<file path="src/rtl/sleep_pkg.sv">
package sleep_pkg;
  // Wake strobes handed from the datapath to the control
  typedef struct packed {
    logic rxStart;
    logic modemChange;
    logic hostWrite;
  } wakeEvt_t;
endpackage

</file>
<file path="src/rtl/sleep_wake_detect.sv">
module sleep_wake_detect
  import sleep_pkg::*;
#(
  parameter int MODEM_W     = 4,
  parameter int SYNC_STAGES = 2
) (
  input  logic               clk,
  input  logic               rstN,
  input  logic               rxLine,
  input  logic [MODEM_W-1:0] modemIn,
  input  logic               hostTxWrite,
  output wakeEvt_t           evt
);
  localparam int VEC_W = MODEM_W + 1;
  // bit 0 is the receive line (idle high), the rest are modem inputs
  localparam logic [VEC_W-1:0] RST_VAL = {{MODEM_W{1'b0}}, 1'b1};

  logic [VEC_W-1:0]                  rawVec;
  logic [SYNC_STAGES-1:0][VEC_W-1:0] stageQ;
  logic [VEC_W-1:0]                  syncVec;
  logic [VEC_W-1:0]                  prevVec;
  logic [MODEM_W-1:0]                modemDiff;

  assign rawVec  = {modemIn, rxLine};
  assign syncVec = stageQ[SYNC_STAGES-1];

  always_ff @(posedge clk or negedge rstN) begin
    if (!rstN) begin
      for (int s = 0; s < SYNC_STAGES; s++) stageQ[s] <= RST_VAL;
      prevVec <= RST_VAL;
    end else begin
      stageQ[0] <= rawVec;
      for (int s = 1; s < SYNC_STAGES; s++) stageQ[s] <= stageQ[s-1];
      prevVec <= syncVec;
    end
  end

  generate
    for (genvar i = 0; i < MODEM_W; i++) begin : g_modemEdge
      assign modemDiff[i] = syncVec[i+1] ^ prevVec[i+1];
    end
  endgenerate

  assign evt.rxStart     = prevVec[0] & ~syncVec[0];
  assign evt.modemChange = |modemDiff;
  assign evt.hostWrite   = hostTxWrite;
endmodule

</file>
<file path="src/rtl/sleep_ctrl.sv">
module sleep_ctrl
  import sleep_pkg::*;
(
  input  logic     clk,
  input  logic     rstN,
  input  logic     featEnable,
  input  logic     sleepEnable,
  input  logic     irqPending,
  input  wakeEvt_t evt,
  input  logic     txHoldEmpty,
  input  logic     txShiftIdle,
  input  logic     rxFifoEmpty,
  output logic     sleepOut,
  output logic     wakePulse
);
  typedef enum logic {ST_AWAKE = 1'b0, ST_ASLEEP = 1'b1} sleepState_e;

  sleepState_e state;
  logic armed, wakeCond, drained, drainedQ, mayEnter;

  assign armed    = featEnable & sleepEnable;
  assign wakeCond = evt.rxStart | evt.modemChange | evt.hostWrite;
  assign drained  = txHoldEmpty & txShiftIdle & rxFifoEmpty;
  assign mayEnter = armed & ~irqPending & drained & drainedQ & ~wakeCond;

  always_ff @(posedge clk or negedge rstN) begin
    if (!rstN) begin
      state    <= ST_AWAKE;
      drainedQ <= 1'b0;
    end else begin
      drainedQ <= drained;
      state    <= mayEnter ? ST_ASLEEP : ST_AWAKE;
    end
  end

  assign sleepOut  = (state == ST_ASLEEP) & armed & ~irqPending & ~wakeCond;
  assign wakePulse = (state == ST_ASLEEP) & armed & wakeCond;

  AST_ARM_BEFORE_SLEEP: assert property (@(posedge clk) disable iff (!rstN)
    $rose(sleepOut) |-> $past(featEnable && sleepEnable));
  AST_DRAIN_BEFORE_SLEEP: assert property (@(posedge clk) disable iff (!rstN)
    $rose(sleepOut) |-> ($past(drained) && $past(drained, 2)));
  AST_IRQ_LOCKOUT: assert property (@(posedge clk) disable iff (!rstN)
    $past(irqPending) |-> !sleepOut);
  AST_DISARM_WAKES: assert property (@(posedge clk) disable iff (!rstN)
    $fell(sleepEnable) |-> !sleepOut);
  AST_WAKE_SINGLE: assert property (@(posedge clk) disable iff (!rstN)
    wakePulse |=> !wakePulse);
endmodule

</file>
<file path="src/rtl/uart_sleep_ctrl.sv">
module uart_sleep_ctrl (
  input  logic       clk,
  input  logic       rstN,
  input  logic       featEnable,
  input  logic       sleepEnable,
  input  logic       irqPending,
  input  logic       rxLine,
  input  logic [3:0] modemIn,
  input  logic       hostTxWrite,
  input  logic       txHoldEmpty,
  input  logic       txShiftIdle,
  input  logic       rxFifoEmpty,
  output logic       sleepOut,
  output logic       wakePulse
);
  sleep_pkg::wakeEvt_t evt;

  sleep_wake_detect #(.MODEM_W(4), .SYNC_STAGES(2)) uDetect (
    .clk(clk), .rstN(rstN), .rxLine(rxLine), .modemIn(modemIn),
    .hostTxWrite(hostTxWrite), .evt(evt)
  );

  sleep_ctrl uCtrl (
    .clk(clk), .rstN(rstN), .featEnable(featEnable), .sleepEnable(sleepEnable),
    .irqPending(irqPending), .evt(evt), .txHoldEmpty(txHoldEmpty),
    .txShiftIdle(txShiftIdle), .rxFifoEmpty(rxFifoEmpty),
    .sleepOut(sleepOut), .wakePulse(wakePulse)
  );
endmodule

</file>
<file path="config.mk">
export PLATFORM = sky130hd
export DESIGN_NAME = uart_sleep_ctrl
export DESIGN_NICKNAME = d
export VERILOG_FILES = /design/src/rtl/sleep_pkg.sv /design/src/rtl/sleep_wake_detect.sv /design/src/rtl/sleep_ctrl.sv /design/src/rtl/uart_sleep_ctrl.sv
export SDC_FILE = /design/constraint.sdc
export NUM_CORES = 1
export LEC_CHECK = 0
export ABC_AREA = 1
export BUFFER_PORTS_ARGS = -buffer_cell sky130_fd_sc_hd__buf_2
export CAP_MARGIN = 20
export CORE_AREA = 2 2 39 41
export CTS_CLUSTER_DIAMETER = 40
export CTS_CLUSTER_SIZE = 30
export DETAILED_ROUTE_END_ITERATION = 16
export DIE_AREA = 0 0 41 43
export PLACE_DENSITY = 0.69
export SYNTH_ARGS = -nofsm -noshare
export SYNTH_HDL_FRONTEND = slang
export SYNTH_SLANG_ARGS = --single-unit
</file>
<file path="constraint.sdc">
create_clock -name clk -period 3.45 [get_ports clk]
set_clock_uncertainty 0.2 [all_clocks]
set_input_delay 0.69 -clock clk [delete_from_list [all_inputs] [get_ports clk]]
set_output_delay 0.69 -clock clk [all_outputs]
set_load 0.01 [all_outputs]
</file>
==> impl_metrics.yaml <==
critical_path:
  crit_required_ns: 2.56
  r2r_start: "uDetect.syncVec[0]"
  rr_worst_depth: 6
  r2r-end: "uCtrl.state"
  critPathBufInv: 3
  cp.arrival_ns: 1.34
  worstSetupEndpoint: "wakePulse"
  worst-setup-path-type: "reg2out"
  crit_path_max_incr_delay_ns: 0.54
  startpoint: "uDetect.syncVec[0]"
  worstPathMaxFanout: 3
  crit_slowest_cell: "dfstp_2"
  worstPathCellList: "inv_1, nand2_1, nand2_1, nor2_2, nand3_2, nand2_1, inv_1, buf_2"
  crit_top_cell: "nand2_1"
  cp_top_family: "flip-flops"
  worst-path-stages: 8
  cp-end-kind: "primary output"
  reg2reg_slack_ns: 2.25
  startpoint_type: "register"
detailed_routing:
  ant_nets: 0
  first_pass_iters: 2
  avgRoutedWirePerCell_um: 8.711
  num_vias: 360
  routed_via_density: 4.000
  route.detailed.drc: 0
  drt-total-wl_um: 784
  drt_iter0_markers: 1
sta:
  finalSetupTns_ns: 0
  rsz0062_at_grt: "no"
  finalCritPeriodShare: 0.6462
  tightest_slew_ns: 0.3635
  period_minus_slack_ns: 2.230
  hold_viol_final: 0
  max_slew_margin: 0.7577
  hold-worst-slack_ns: 0.1109
  drv_slew: 0
  finalSetupViolations: 0
  timing.fmax_ghz: 0.4485
cells_and_area:
  stdcell_area_um2: 709.4
  instances_no_fill: 90
  syn2layout_area_growth_pct: 20.64
  final_nets: 89
  diodes: 0
  drive_gt1_frac: 0.3243
  final_cell_mix: "nand2_1, buf_2, dfrtp_1, inv_1, nor2_1"
die:
  die_area_mm2: 0.001763
  pin_count: 16
  row_count: 14
  coreArea_mm2: 0.001384
  start_util: 0.4250
  die_height_um: 43
  fp.dieW_um: 41
power:
  powerDensity_mw_per_mm2: 469.6
  p_leak_uw: 0.0003964
  max-vdd-ir-drop_mv: 0.2473
clocking:
  clk_pin_slew_ns: 0.09
  cts_tree: "yes"
  cts_resized: 0
  hold_buffers: 0
  cts_max_path_buffers: 2
  cts-htree-levels: 1
  cts-root-buf: "clkbuf_4"
  clk_latency_ns: 0.28
  postCtsSetupBuffers: 0
  cts.sinks: 17
  numCtsBuffers: 3
logic_synthesis:
  synth.net_count: 69
  ys_types: 10
  syn_area_per_cell_um2: 10.69
  synth_warnings: 0
  ys_seq_area_frac: 0.7298
  syn_area_um2: 588.1
  ys_ff_latch: 17
  syn_inst: 55
grt:
  top_usage_layer: "met2"
  grt_util_met3: 0.01571
  gr-usage-met2: 0.1344
  antenna_found_initial: 0
  grt_max_degree: 18
  grt_pass1_vias: 274
  grt_pass1_wl_um: 1055
  grtUsageTotal: 0.09688
  use_met1: 0.1164
  globalRouteOverflowTotal: 0
run_status:
  status: "complete, no violations"
placement:
  port_buffers: 15
  gp_congestion: 0.6171
  placed_cells: 86
  placed_area_um2: 683.2
job:
  drv_cap: 0
hold_path:
  hp-class: "in2async"
==> logic make-up after synthesis <==
group	after synthesis	synth area share
AOI/OAI and AO/OA	1	0.008502
buffers and inverters	13	0.08298
DFF	17	0.7298
and+or+nand+nor	24	0.1787
==> worst register-to-register path, delay by kind of cell (launching register included) <==
family,cells,cell delay [ns]
flops,1,0.54
buf+inv,1,0.04
simple gates,5,0.36
==> cells in the mapped netlist <==
cell type   n  area, um^2
and3_1      1       6.260
dfrtp_1    14       350.3
dfstp_2     3       78.83
inv_1      13       48.80
nand2_1    15       56.30
nand3_1     1       5.000
nand3_2     1       10.01
nor2_1      4       15.01
nor2_2      2       12.51
o21ai_0     1       5.000
==> per-stage QoR <==
step	total power, uW	util	worst slack (ns)
5_1_grt	349.7	0.5127	1.100
3_5_place_dp	239.1	0.4937	1.250
4_1_cts	340.0	0.5127	1.189
2_1_floorplan	226.1	-	1.425
3_3_place_gp	237.6	0.4937	1.263
6_report	333.1	0.5127	1.221
==> per-layer routing <==
layer | part of all wire | up-vias
met5 | 0 | -
met2 | 0.46 | 11
met1 | 0.48 | 150
met4 | 0.0077 | 0
met3 | 0.046 | 2
li1 | - | 197
==> sequential cells by signal (all words and copies together), names as in the netlist <==
register,cells
uCtrl.state,1
uDetect.stageQ,5
uCtrl.drainedQ,1
uDetect.prevVec,5
uDetect.syncVec,5
==> cell type report <==
| type | count | area, um^2 |
|---|---|---|
| multi-input combinational | 25 | 110.1 |
| tap | 16 | 20.02 |
| clock buffer | 4 | 26.28 |
| fill | 133 | 674.4 |
| inverter | 13 | 48.80 |
| timing repair buffer | 15 | 75.07 |
| sequential | 17 | 429.2 |
==> where the power goes <==
group	internal [uW]	leakage, uW	total, uW	switching, uW
sequential	210	0.000199	214	3.94
clock	44.8	0.0000150	98.6	53.8
combinational	9.27	0.000183	20.8	11.5
total	264	0.000396	333	69.2
==> worst min path at each step <==
stage                       from                  to  slack (ns)
2_1_floorplan  uDetect.stageQ[1]  uDetect.syncVec[1]        0.13
3_3_place_gp   uDetect.stageQ[1]  uDetect.syncVec[1]        0.13
3_5_place_dp   uDetect.stageQ[3]  uDetect.syncVec[3]        0.13
4_1_cts                     rstN   uDetect.stageQ[2]        0.10
5_1_grt                     rstN         uCtrl.state        0.11
6_report                    rstN         uCtrl.state        0.11
(Power assumes the default switching activity.)
